==> config.mk <==
export PLATFORM = sky130hd
export DESIGN_NAME = txstat_irq_mgr
export DESIGN_NICKNAME = d
export VERILOG_FILES = /design/src/rtl/txs_pkg.sv /design/src/rtl/txs_cfg_regs.sv /design/src/rtl/txs_tx_store.sv /design/src/rtl/txs_rx_status.sv /design/src/rtl/txstat_irq_mgr.sv
export SDC_FILE = /design/constraint.sdc
export NUM_CORES = 1
export LEC_CHECK = 0
export BUFFER_PORTS_ARGS = -buffer_cell sky130_fd_sc_hd__buf_2
export CAP_MARGIN = 20
export CELL_PAD_IN_SITES_DETAIL_PLACEMENT = 1
export CELL_PAD_IN_SITES_GLOBAL_PLACEMENT = 1
export CORE_MARGIN = 4
export CORE_UTILIZATION = 44
export DETAILED_ROUTE_END_ITERATION = 7
export PLACE_DENSITY = 0.82
export SLEW_MARGIN = 5
export SYNTH_ARGS = -nofsm -noshare
export SYNTH_HDL_FRONTEND = slang
export SYNTH_SLANG_ARGS = --single-unit
export TNS_END_PERCENT = 100
==> constraint.sdc <==
create_clock -name clk -period 2.6 [get_ports clk]
set_input_delay 0.13 -clock clk [delete_from_list [all_inputs] [get_ports clk]]
set_output_delay 0.13 -clock clk [all_outputs]
set_load 0.005 [all_outputs]
==> src/rtl/txs_pkg.sv <==
package txs_pkg;
  typedef enum logic [1:0] {
    A_CFG = 2'd0,
    A_IE  = 2'd1,
    A_TXS = 2'd2,
    A_RXS = 2'd3
  } reg_addr_e;

  typedef struct packed {
    logic hold_full;
    logic skip_ok;
  } cfg_t;
endpackage

==> src/rtl/txs_cfg_regs.sv <==
module txs_cfg_regs
  import txs_pkg::*;
#(
  parameter int DATA_W = 16,
  parameter int STAT_W = 16,
  parameter int RX_W   = 8
) (
  input  logic              clk,
  input  logic              rst,
  input  logic              wr_en,
  input  logic [1:0]        addr,
  input  logic [DATA_W-1:0] wdata,
  output cfg_t              cfg,
  output logic [RX_W-1:0]   rx_ie,
  output logic [STAT_W-1:0] tx_ie
);
  reg_addr_e a;
  assign a = reg_addr_e'(addr);

  always_ff @(posedge clk) begin
    if (rst) begin
      cfg   <= '0;
      rx_ie <= '0;
      tx_ie <= '0;
    end else if (wr_en) begin
      case (a)
        A_CFG:   cfg   <= cfg_t'(wdata[1:0]);
        A_IE:    rx_ie <= wdata[RX_W-1:0];
        A_TXS:   tx_ie <= wdata[STAT_W-1:0];
        default: ;
      endcase
    end
  end
endmodule

==> src/rtl/txs_tx_store.sv <==
module txs_tx_store #(
  parameter int STAT_W = 16,
  parameter int DEPTH  = 2
) (
  input  logic              clk,
  input  logic              rst,
  input  logic              push_req,
  input  logic              push_ok,
  input  logic [STAT_W-1:0] push_data,
  input  logic              skip_ok,
  input  logic              pop_req,
  output logic [STAT_W-1:0] pop_data,
  output logic              full,
  output logic [STAT_W-1:0] any_bits
);
  localparam int PTR_W = (DEPTH > 1) ? $clog2(DEPTH) : 1;
  localparam logic [PTR_W-1:0] LAST = PTR_W'(DEPTH - 1);

  logic [STAT_W-1:0] mem [DEPTH];
  logic [DEPTH-1:0]  vld;
  logic [PTR_W-1:0]  wr_ptr, rd_ptr;
  logic              empty, pop, push;
  logic [STAT_W-1:0] slot_bits [DEPTH];

  assign full  = &vld;
  assign empty = ~|vld;
  assign pop   = pop_req && !empty;
  assign push  = push_req && !(push_ok && skip_ok) && (!full || pop);

  always_ff @(posedge clk) begin
    if (push) mem[wr_ptr] <= push_data;
  end

  always_ff @(posedge clk) begin
    if (rst) begin
      vld      <= '0;
      wr_ptr   <= '0;
      rd_ptr   <= '0;
      pop_data <= '0;
    end else begin
      if (pop) begin
        pop_data    <= mem[rd_ptr];
        vld[rd_ptr] <= 1'b0;
        rd_ptr      <= (rd_ptr == LAST) ? '0 : rd_ptr + 1'b1;
      end else if (pop_req) begin
        pop_data <= '0;
      end
      if (push) begin
        vld[wr_ptr] <= 1'b1;
        wr_ptr      <= (wr_ptr == LAST) ? '0 : wr_ptr + 1'b1;
      end
    end
  end

  for (genvar i = 0; i < DEPTH; i++) begin : g_slot
    assign slot_bits[i] = vld[i] ? mem[i] : '0;
  end

  always_comb begin
    any_bits = '0;
    for (int i = 0; i < DEPTH; i++) any_bits |= slot_bits[i];
  end

  // a skipped successful completion leaves occupancy untouched
  a_r3_skip_keeps_store: assert property (@(posedge clk) disable iff (rst)
    (push_req && push_ok && skip_ok && !pop_req) |=> $stable(vld));
  // full store without a read never advances the write side
  a_r6_full_no_overwrite: assert property (@(posedge clk) disable iff (rst)
    (full && !pop_req) |=> ($stable(wr_ptr) && full));
  // empty read yields zero and leaves the read side alone
  a_r4_empty_read_zero: assert property (@(posedge clk) disable iff (rst)
    (pop_req && empty) |=> (pop_data == '0 && $stable(rd_ptr)));
endmodule

==> src/rtl/txs_rx_status.sv <==
module txs_rx_status #(
  parameter int RX_W = 8
) (
  input  logic            clk,
  input  logic            rst,
  input  logic [RX_W-1:0] evt,
  input  logic            clr,
  output logic [RX_W-1:0] stat
);
  always_ff @(posedge clk) begin
    if (rst) stat <= '0;
    else     stat <= (clr ? '0 : stat) | evt;
  end

  // a read with no new event leaves the status empty
  a_r5_clear_on_read: assert property (@(posedge clk) disable iff (rst)
    (clr && evt == '0) |=> (stat == '0));
  // without a read no bit is ever lost
  a_r5_sticky: assert property (@(posedge clk) disable iff (rst)
    (!clr) |=> ((stat & $past(stat)) == $past(stat)));
endmodule

==> src/rtl/txstat_irq_mgr.sv <==
module txstat_irq_mgr
  import txs_pkg::*;
#(
  parameter int DATA_W = 16,
  parameter int STAT_W = 16,
  parameter int RX_W   = 8,
  parameter int DEPTH  = 2
) (
  input  logic              clk,
  input  logic              rst,
  input  logic              tx_done,
  input  logic              tx_ok,
  input  logic [STAT_W-1:0] tx_stat,
  input  logic [RX_W-1:0]   rx_evt,
  input  logic              wr_en,
  input  logic              rd_en,
  input  logic [1:0]        addr,
  input  logic [DATA_W-1:0] wdata,
  output logic [DATA_W-1:0] rdata,
  output logic              irq,
  output logic              tx_permit
);
  cfg_t              cfg;
  logic [RX_W-1:0]   rx_ie, rx_stat;
  logic [STAT_W-1:0] tx_ie, tx_bits, tx_pop_data;
  logic              tx_full, rd_tx, rd_rx;
  logic              rx_cause, tx_cause;
  logic              sel_tx_q;
  logic [DATA_W-1:0] rdata_q;
  reg_addr_e         a;

  assign a        = reg_addr_e'(addr);
  assign rd_tx    = rd_en && (a == A_TXS);
  assign rd_rx    = rd_en && (a == A_RXS);
  assign rx_cause = |(rx_stat & rx_ie);
  assign tx_cause = |(tx_bits & tx_ie);

  txs_cfg_regs #(.DATA_W(DATA_W), .STAT_W(STAT_W), .RX_W(RX_W)) u_cfg (
    .clk(clk), .rst(rst), .wr_en(wr_en), .addr(addr), .wdata(wdata),
    .cfg(cfg), .rx_ie(rx_ie), .tx_ie(tx_ie)
  );

  txs_tx_store #(.STAT_W(STAT_W), .DEPTH(DEPTH)) u_store (
    .clk(clk), .rst(rst), .push_req(tx_done), .push_ok(tx_ok),
    .push_data(tx_stat), .skip_ok(cfg.skip_ok), .pop_req(rd_tx),
    .pop_data(tx_pop_data), .full(tx_full), .any_bits(tx_bits)
  );

  txs_rx_status #(.RX_W(RX_W)) u_rx (
    .clk(clk), .rst(rst), .evt(rx_evt), .clr(rd_rx), .stat(rx_stat)
  );

  always_ff @(posedge clk) begin
    if (rst) begin
      sel_tx_q  <= 1'b0;
      rdata_q   <= '0;
      irq       <= 1'b0;
      tx_permit <= 1'b1;
    end else begin
      if (rd_en) begin
        sel_tx_q <= (a == A_TXS);
        case (a)
          A_CFG:   rdata_q <= DATA_W'(cfg);
          A_IE:    rdata_q <= DATA_W'(rx_ie);
          A_RXS:   rdata_q <= DATA_W'(rx_stat);
          default: rdata_q <= '0;
        endcase
      end
      irq       <= rx_cause || tx_cause;
      tx_permit <= !(cfg.hold_full && tx_full);
    end
  end

  assign rdata = sel_tx_q ? DATA_W'(tx_pop_data) : rdata_q;

  // permit is forced high while the hold bit is clear
  a_r7_permit_free: assert property (@(posedge clk) disable iff (rst)
    (!cfg.hold_full) |=> tx_permit);
  // full store under hold drops the permit next cycle
  a_r7_permit_block: assert property (@(posedge clk) disable iff (rst)
    (cfg.hold_full && tx_full) |=> !tx_permit);
  // interrupt only follows an enabled cause
  a_r8_irq_has_cause: assert property (@(posedge clk) disable iff (rst)
    irq |-> $past(rx_cause || tx_cause));
endmodule

==> run metrics, run 1 <==
status finished clean; Power Density roughly 600 nW/µm²; # clock sinks 98; DR WL/cell about 19 µm; yosys warns 0; Post-Syn Area between 4000 and 5000 µm²; Seq cells post-synth roughly 100; Peak Freq 533 MHz; P_sw around 0.75 mW; n_diodes 0; Switching Share 0.257; H-tree depth 3; Max VDD drop ~0.33 mV; number of max-cap violations 0; TritonCTS Buffers 9; Die Area around 11,000 µm²; most used routing layer met2; synth top area cells dfxtp_1, edfxtp_1, mux2_2; GR Util met3 0.0335; crit path max fanout 17; EDFF count, synth 32; share of cells above drive strength 1 0.258; number of DRC markers in iteration 0 about 120; Starting Density 0.455; Hold Vio Cnt, Final 0; FFs w/ async S/R, synth 0; Clock power frac 0.300; clk slew on worst S/H paths approximately 0.10 ns; setup tns final 0 ns; logic gate share of total power 0.109; final core utilization 0.553; vias in the first global route between 3,000 and 4,000; Post-synth top cells dfxtp_1, nor2_1, nand2_1; area grow syn2layout 21.5%; P_leak around 1.9 nW; Worst setup SP type flip-flop; fillers 948; number of antenna violations at the first check in global routing 0; critical path capture point type output port; HP Start wdata[6]; Slew Limit Headroom 0.492; met2 Usage GRT 0.375; part of the power in registers 0.592; Arr. time, crit path about 1.8 ns; Internal Pwr Total between 2 and 2.5 mW; CTS Root Buffer Type clkbuf_8; first-pass GRT wire length roughly 17,000 µm; die height between 100 and 150 µm; Tmin final approximately 1.9 ns; clock skew ~0.011 ns; final setup violation count 0; Die X approximately 100 µm; port bufs 65; post-CTS sizing 0; Vias between 3,000 and 4,000; GRT Util Overall 0.211; TritonCTS clock tree built; register area share after synthesis 0.569; CP Class reg -> out; worst-margin pin slew 0.761 ns; average size of a mapped cell 10.9 µm²; RePlAce Congestion roughly 0.77; fin nets 500; Skew-Pair Late Insertion Delay approximately 0.36 ns; Rows 34; Crit. Startpoint sel_tx_q; Initial DRT Pass Iterations 4; routing usage on met1 0.253; dpl hpwl roughly 7500 µm; worst r2r src u_store.vld[0]; clk buf depth 2; Via density approximately 5.5; RSZ-0062 raised after global routing false; share of the synthesized area in the top cell type 0.330; I/O pin count between 60 and 70; largest net degree at the start of global routing 36; dominant cell type by area after synthesis dfxtp_1; post-synthesis cell count ~370; Post-synth top flop dfxtp_1; residual DRC count 0; Slew Limit Fails 0; final worst path period share 0.722; critical path required time ~2.5 ns; Worst Hold Class in -> reg; Syn Nets roughly 410; total wire length between 10,000 and 15,000 µm; most instantiated library cell after synthesis dfxtp_1; GR Overflow Total 0; area of the core approximately 8800 µm²; Detail Route Antenna Nets 0; Distinct cells, synth 34
final timing paths:
kind | endpoint | slack (ns) | cells after the start
worst max-delay path | rdata[6] | 0.72 | 2
worst min-delay path | u_cfg.rx_ie[6] | 0.02 | 3
worst max register to register | u_store.mem[0][4] | 0.83 | 4
worst min register to register | u_cfg.tx_ie[8] | 0.47 | 2
layer usage:
layer	vias to the layer above	part of all wire
li1	1486	-
met1	1528	0.42
met2	68	0.51
met3	17	0.041
met4	0	0.023
met5	-	0
critical path: stages, from the launching register on:
cell and delay, ns:
dfxtp_1 0.83, mux2_2 0.42, buf_2 0.13
area by class of cell:
cell class | instances | area (µm²) | area share
sequential | 98 | 2280 | 0.469
clock buffer | 10 | 128 | 0.0262
inverter | 1 | 3.75 | 0.000771
multi-input combinational | 241 | 1590 | 0.326
tap | 108 | 135 | 0.0277
clock inverter | 6 | 43.8 | 0.00899
timing repair buffer | 101 | 688 | 0.141
registers in the layout (all words and copies together) (netlist names), 2 cells and up, named ones only:
register	count
u_store.mem	32
u_cfg.tx_ie	16
u_store.pop_data	16
rdata_q	8
u_cfg.rx_ie	8
u_rx.stat	8
u_cfg.cfg	2
u_store.vld	2
cells in the final DEF (no fill, tap or decap), types with 2 or more instances in the layout:
master and n:
edfxtp_1 32, dfxtp_1 66, a22o_1 21, clkinv_2 2, nand2_1 35, xnor2_1 2
dlygate4sd3_1 32, clkbuf_8 9, o21ai_0 3, nor2_1 50, mux2_2 30, and2_1 9
nand3_1 3, and3b_1 2, clkinv_4 3, buf_2 65, nand3b_1 2, mux2i_1 12
o211ai_1 2, nor2b_1 6, a21oi_1 31, a221oi_1 5, a22oi_1 18, buf_4 3
power by group through the flow:
stage               registers [mW]  logic (mW)  clock network, mW
floorplan                     1.72       0.203                  0
global placement              1.76       0.270                  0
detailed placement            1.76       0.279                  0
CTS                           1.73       0.318              0.903
global route                  1.74       0.347              0.972
finish                        1.73       0.318              0.876
what timing repair did:
item	4_1_cts	5_1_grt
setup buffers	0	0
setup endpoints to repair	0	0
hold buffers	32	0
hold endpoints to repair	49	0
stage by stage:
step / std cells / hold slack (ns) / instance area [µm²] / power, mW / setup slack, ns
after floorplan: 366 / 0.229 / 4010 / 1.92 / 0.721
after global placement: 517 / 0.319 / 4380 / 2.03 / 0.955
after detailed placement: 517 / 0.323 / 4380 / 2.04 / 0.873
after CTS: 565 / 0.00647 / 4870 / 2.95 / 0.683
after global routing: 565 / 0.0261 / 4870 / 3.06 / 0.648
final: 565 / 0.0219 / 4870 / 2.92 / 0.722
kinds of logic after synthesis:
kind of cell	count (synthesis)	share of synthesized area
AND/OR/NAND/NOR	113	0.130
flip-flops	98	0.569
AO/OA/AOI/OAI	84	0.148
multiplexers	42	0.114
buffers and inverters	27	0.0340
XOR/XNOR	2	0.00437
Power figures use the tool's default switching activity.
==> run 2: changes to the inputs <==
--- a/config.mk
+++ b/config.mk
@@ -5,14 +5,15 @@
 export SDC_FILE = /design/constraint.sdc
 export NUM_CORES = 1
 export LEC_CHECK = 0
+export ABC_AREA = 1
 export BUFFER_PORTS_ARGS = -buffer_cell sky130_fd_sc_hd__buf_2
 export CAP_MARGIN = 20
 export CELL_PAD_IN_SITES_DETAIL_PLACEMENT = 1
 export CELL_PAD_IN_SITES_GLOBAL_PLACEMENT = 1
 export CORE_MARGIN = 4
-export CORE_UTILIZATION = 44
+export CORE_UTILIZATION = 38
 export DETAILED_ROUTE_END_ITERATION = 7
-export PLACE_DENSITY = 0.82
+export PLACE_DENSITY = 0.79
 export SLEW_MARGIN = 5
 export SYNTH_ARGS = -nofsm -noshare
 export SYNTH_HDL_FRONTEND = slang
==> constraint.sdc (replaced) <==
create_clock -name clk -period 1.6 [get_ports clk]
set_input_delay 0.08 -clock clk [delete_from_list [all_inputs] [get_ports clk]]
set_output_delay 0.08 -clock clk [all_outputs]
set_load 0.005 [all_outputs]
==> run 2 against run 1 <==
Against the previous run:
- final cell count grew 30%
- non-clock buffer count grew 8
- combinational power grew 74%
- cell area grew 5.7%
- critical path depth grew 6
- via count grew 16%
- area after synthesis grew 3.5%
- synthesized cell count grew 36%
- first-iteration DRC count grew 27%
- total power grew 76%
- register-to-register slack lost 0.66 ns
- global-route usage shrank 2.2 points
- critical path type is now reg -> reg
- largest cell class unchanged
==> run metrics, run 2 <==
register area share after synthesis 0.550 (-0.0191); Largest register FFs 32 (unchanged); dpl hpwl 8290 µm (+9.8%); Skew-Pair Late Insertion Delay 0.39 ns (+0.03 ns); RR Endpoint u_store.mem[0][11]; Worst Hold Class in -> reg; WHS Endpoint u_cfg.tx_ie[10]; CP Class reg -> reg; largest net degree at the start of global routing 35 (-2.8%); RePlAce Congestion 0.864 (+12%); Post-synth top cells nand2_1, dfxtp_1, a21oi_1; yosys warns 0 (unchanged); area grow syn2layout 24.2%; Starting Density 0.396 (-0.0588); residual DRC count 0 (unchanged); part of the power in registers 0.539 (-0.053); Vias 3,587 (+16%); critical path required time 1.69 ns (-0.78 ns); Post-Syn Area 4150 µm² (+3.5%); Die X 112 µm (+8.7%); share of cells above drive strength 1 0.196 (-0.0626); Hold Vio Cnt, Final 0 (unchanged); Arr. time, crit path 1.52 ns (-0.23 ns); Initial DRT Pass Iterations 4 (unchanged); I/O pin count 66 (unchanged); Clock power frac 0.353 (+0.053); average size of a mapped cell 8.34 µm² (-24%); Reg with most FFs u_store.mem; Buf/Inv on CP 4 (+3); hold depth 3 (unchanged); CP max-delay cell dfxtp_1; R2R depth 8 (+4); status finished clean; most common cell after layout, fill and taps aside nand2_1; share of the synthesized area in the top cell type 0.319 (-0.0110); final setup violation count 0 (unchanged); Power Density 997 nW/µm² (+66%); postcts setup bufs 0 (unchanged); logic gate share of total power 0.108 (about the same); CTS Root Buffer Type clkbuf_8; DP Area 4600 µm² (+5.1%); cell breakdown of the critical path nand2_1, inv_1, nand2_1, nand3_1, inv_1, nand2_1, inv_1, buf_12; Worst setup SP type flip-flop; Via density 4.89 (-11%); first-pass GRT wire length 18,600 µm (+9.4%); number of max-cap violations 0 (unchanged); clk slew on worst S/H paths 0.10 ns (about the same); Design Area, Final 5150 µm² (+5.7%); vias in the first global route 3,623 (+12%); number of DRC markers in iteration 0 149 (+27%); H-tree depth 3 (unchanged); Peak Freq 699 MHz; worst-margin pin slew 0.433 ns (-0.328 ns); Detail Route Antenna Nets 0 (unchanged); synth top area cells dfxtp_1, edfxtp_1, nand2_1; TritonCTS Buffers 9 (unchanged); final worst path period share 0.894; area of the core 10,500 µm² (+19%); Slew Limit Headroom 0.711 (+0.218); GRT Util Overall 0.189 (-0.0219); Slew Limit Fails 0 (unchanged); DR WL/cell 15.7 µm (-18%); setup tns final 0 ns (unchanged); commonest non-fill, non-tap cells in the layout nand2_1, dfxtp_1, buf_2; HP Start wdata[10]; critical path capture point type flip-flop; GR Overflow Total 0 (unchanged); Internal Pwr Total 3.83 mW (+76%); n_diodes 0 (unchanged); Largest stage delay, worst path 0.34 ns (-0.49 ns); port bufs 65 (unchanged); Switching Share 0.255 (-0.00188); # clock sinks 98 (unchanged); most instantiated library cell after synthesis nand2_1; Syn Nets 545 (+32%); RSZ-0062 raised after global routing false; Tmin final roughly 1.4 ns; number of antenna violations at the first check in global routing 0 (unchanged); Post-synth top flop dfxtp_1; P_leak 2.22 nW (+16%); clk buf depth 2 (unchanged); dominant cell type by area after synthesis dfxtp_1; TritonCTS clock tree built; worst r2r src u_store.vld[0]; Max VDD drop 0.490 mV (+48%); crit path max fanout 16 (-1); Distinct cells, synth 24 (-29%); Largest regs u_store.mem: 32 flops, u_cfg.tx_ie: 16 flops, u_store.pop_data: 16 flops; Die Area 12,600 µm² (+18%); FFs w/ async S/R, synth 0 (unchanged); EDFF count, synth 32 (unchanged); family with the most delay on the worst path buffers and inverters; clock skew 0.0133 ns (+0.00261 ns); R2R Setup Slk 0.17 ns (-0.66 ns); fillers 1,310 (+38%); Seq cells post-synth 98 (unchanged); Rows 37 (+8.8%); total wire length 11,500 µm (+6.6%); post-synthesis cell count 497 (+36%); fin nets 641 (+28%); die height 112 µm (+8.7%); P_sw 1.31 mW (+74%)
[run 2: cell types whose count changed after synthesis, moves of 6 or more]
cell and change:
and2_1 -9, mux2i_1 -12, a22o_1 -21, nand2_1 +126, a21oi_1 +24, nor2b_1 -6
mux2_2 -14, o21ai_0 +35, inv_1 +49, nand3_1 +12, buf_2 -7, nor2_1 -28
a22oi_1 -18
[run 2: what timing repair did]
action                                  CTS  global route
hold buffers                             32             0
endpoints found under the setup margin    0             2
hold endpoints to repair                 49             0
gates resized for setup                   0             1
[run 2: worst max-delay path by stage]
stage	start	to	slack, ns	cells past startpoint
4_1_cts	sel_tx_q	rdata[1]	0.05	4
5_1_grt	u_store.vld[1]	flip-flop	0.02	5
3_5_place_dp	addr[0]	u_store.mem[0][1]	0.19	9
3_3_place_gp	addr[0]	u_store.mem[0][12]	0.27	9
2_1_floorplan	u_store.vld[0]	u_store.mem[1][0]	0.06	6
6_report	u_store.vld[0]	u_store.mem[0][11]	0.17	8
[run 2: kinds of logic after synthesis]
logic type | Yosys count | share of synthesized area
and+or+nand+nor | 208 | 0.202
DFF | 98 | 0.550
AOI/OAI and AO/OA | 97 | 0.120
buffers and inverters | 78 | 0.0842
muxes | 16 | 0.0435
[run 2: worst reg2reg max path: stages (launching register included)]
cell,delay (ns)
dfxtp_1,0.34
nand2_1,0.07
inv_1,0.05
nand2_1,0.06
nand3_1,0.14
inv_1,0.11
nand2_1,0.09
inv_1,0.12
buf_12,0.17
[run 2: layer usage]
layer | vias up | track usage | share of wire | routed length, µm
li1 | 1792 | - | - | -
met1 | 1710 | 0.239 | 0.44 | 5100
met2 | 70 | 0.327 | 0.50 | 5810
met3 | 15 | 0.0426 | 0.039 | 449
met4 | 0 | 0.0505 | 0.013 | 145
met5 | - | 0 | 0 | 0
[run 2: power by group through the flow]
stage          logic (mW)  registers (mW)  clock network, mW
2_1_floorplan       0.302            2.79                  0
3_3_place_gp        0.472            2.81                  0
3_5_place_dp        0.489            2.82                  0
4_1_cts             0.553            2.77               1.84
5_1_grt             0.619            2.78               1.96
6_report            0.553            2.77               1.81
[run 2: area by class of cell]
| class | count | area (µm²) | area share |
|---|---|---|---|
| clock buffers | 9 | 124 | 0.0241 |
| clock inverters | 7 | 103 | 0.0199 |
| inverters | 54 | 203 | 0.0394 |
| multi-input cells | 321 | 1520 | 0.295 |
| flip-flops and latches | 98 | 2280 | 0.443 |
| well taps | 136 | 170 | 0.0330 |
| repair buffers | 109 | 748 | 0.145 |
[run 2: per-stage QoR]
| step | setup slack, ns | power (mW) | cells | util | hold WS, ns |
|---|---|---|---|---|---|
| 6_report | 0.169 | 5.14 | 734 | 0.492 | 0.0111 |
| 5_1_grt | 0.0211 | 5.36 | 734 | 0.492 | 0.0190 |
| 4_1_cts | 0.0496 | 5.16 | 734 | 0.492 | 0.00195 |
| 3_5_place_dp | 0.186 | 3.31 | 686 | 0.440 | 0.274 |
| 3_3_place_gp | 0.271 | 3.29 | 686 | 0.440 | 0.272 |
| 2_1_floorplan | 0.0584 | 3.10 | 497 | - | 0.179 |
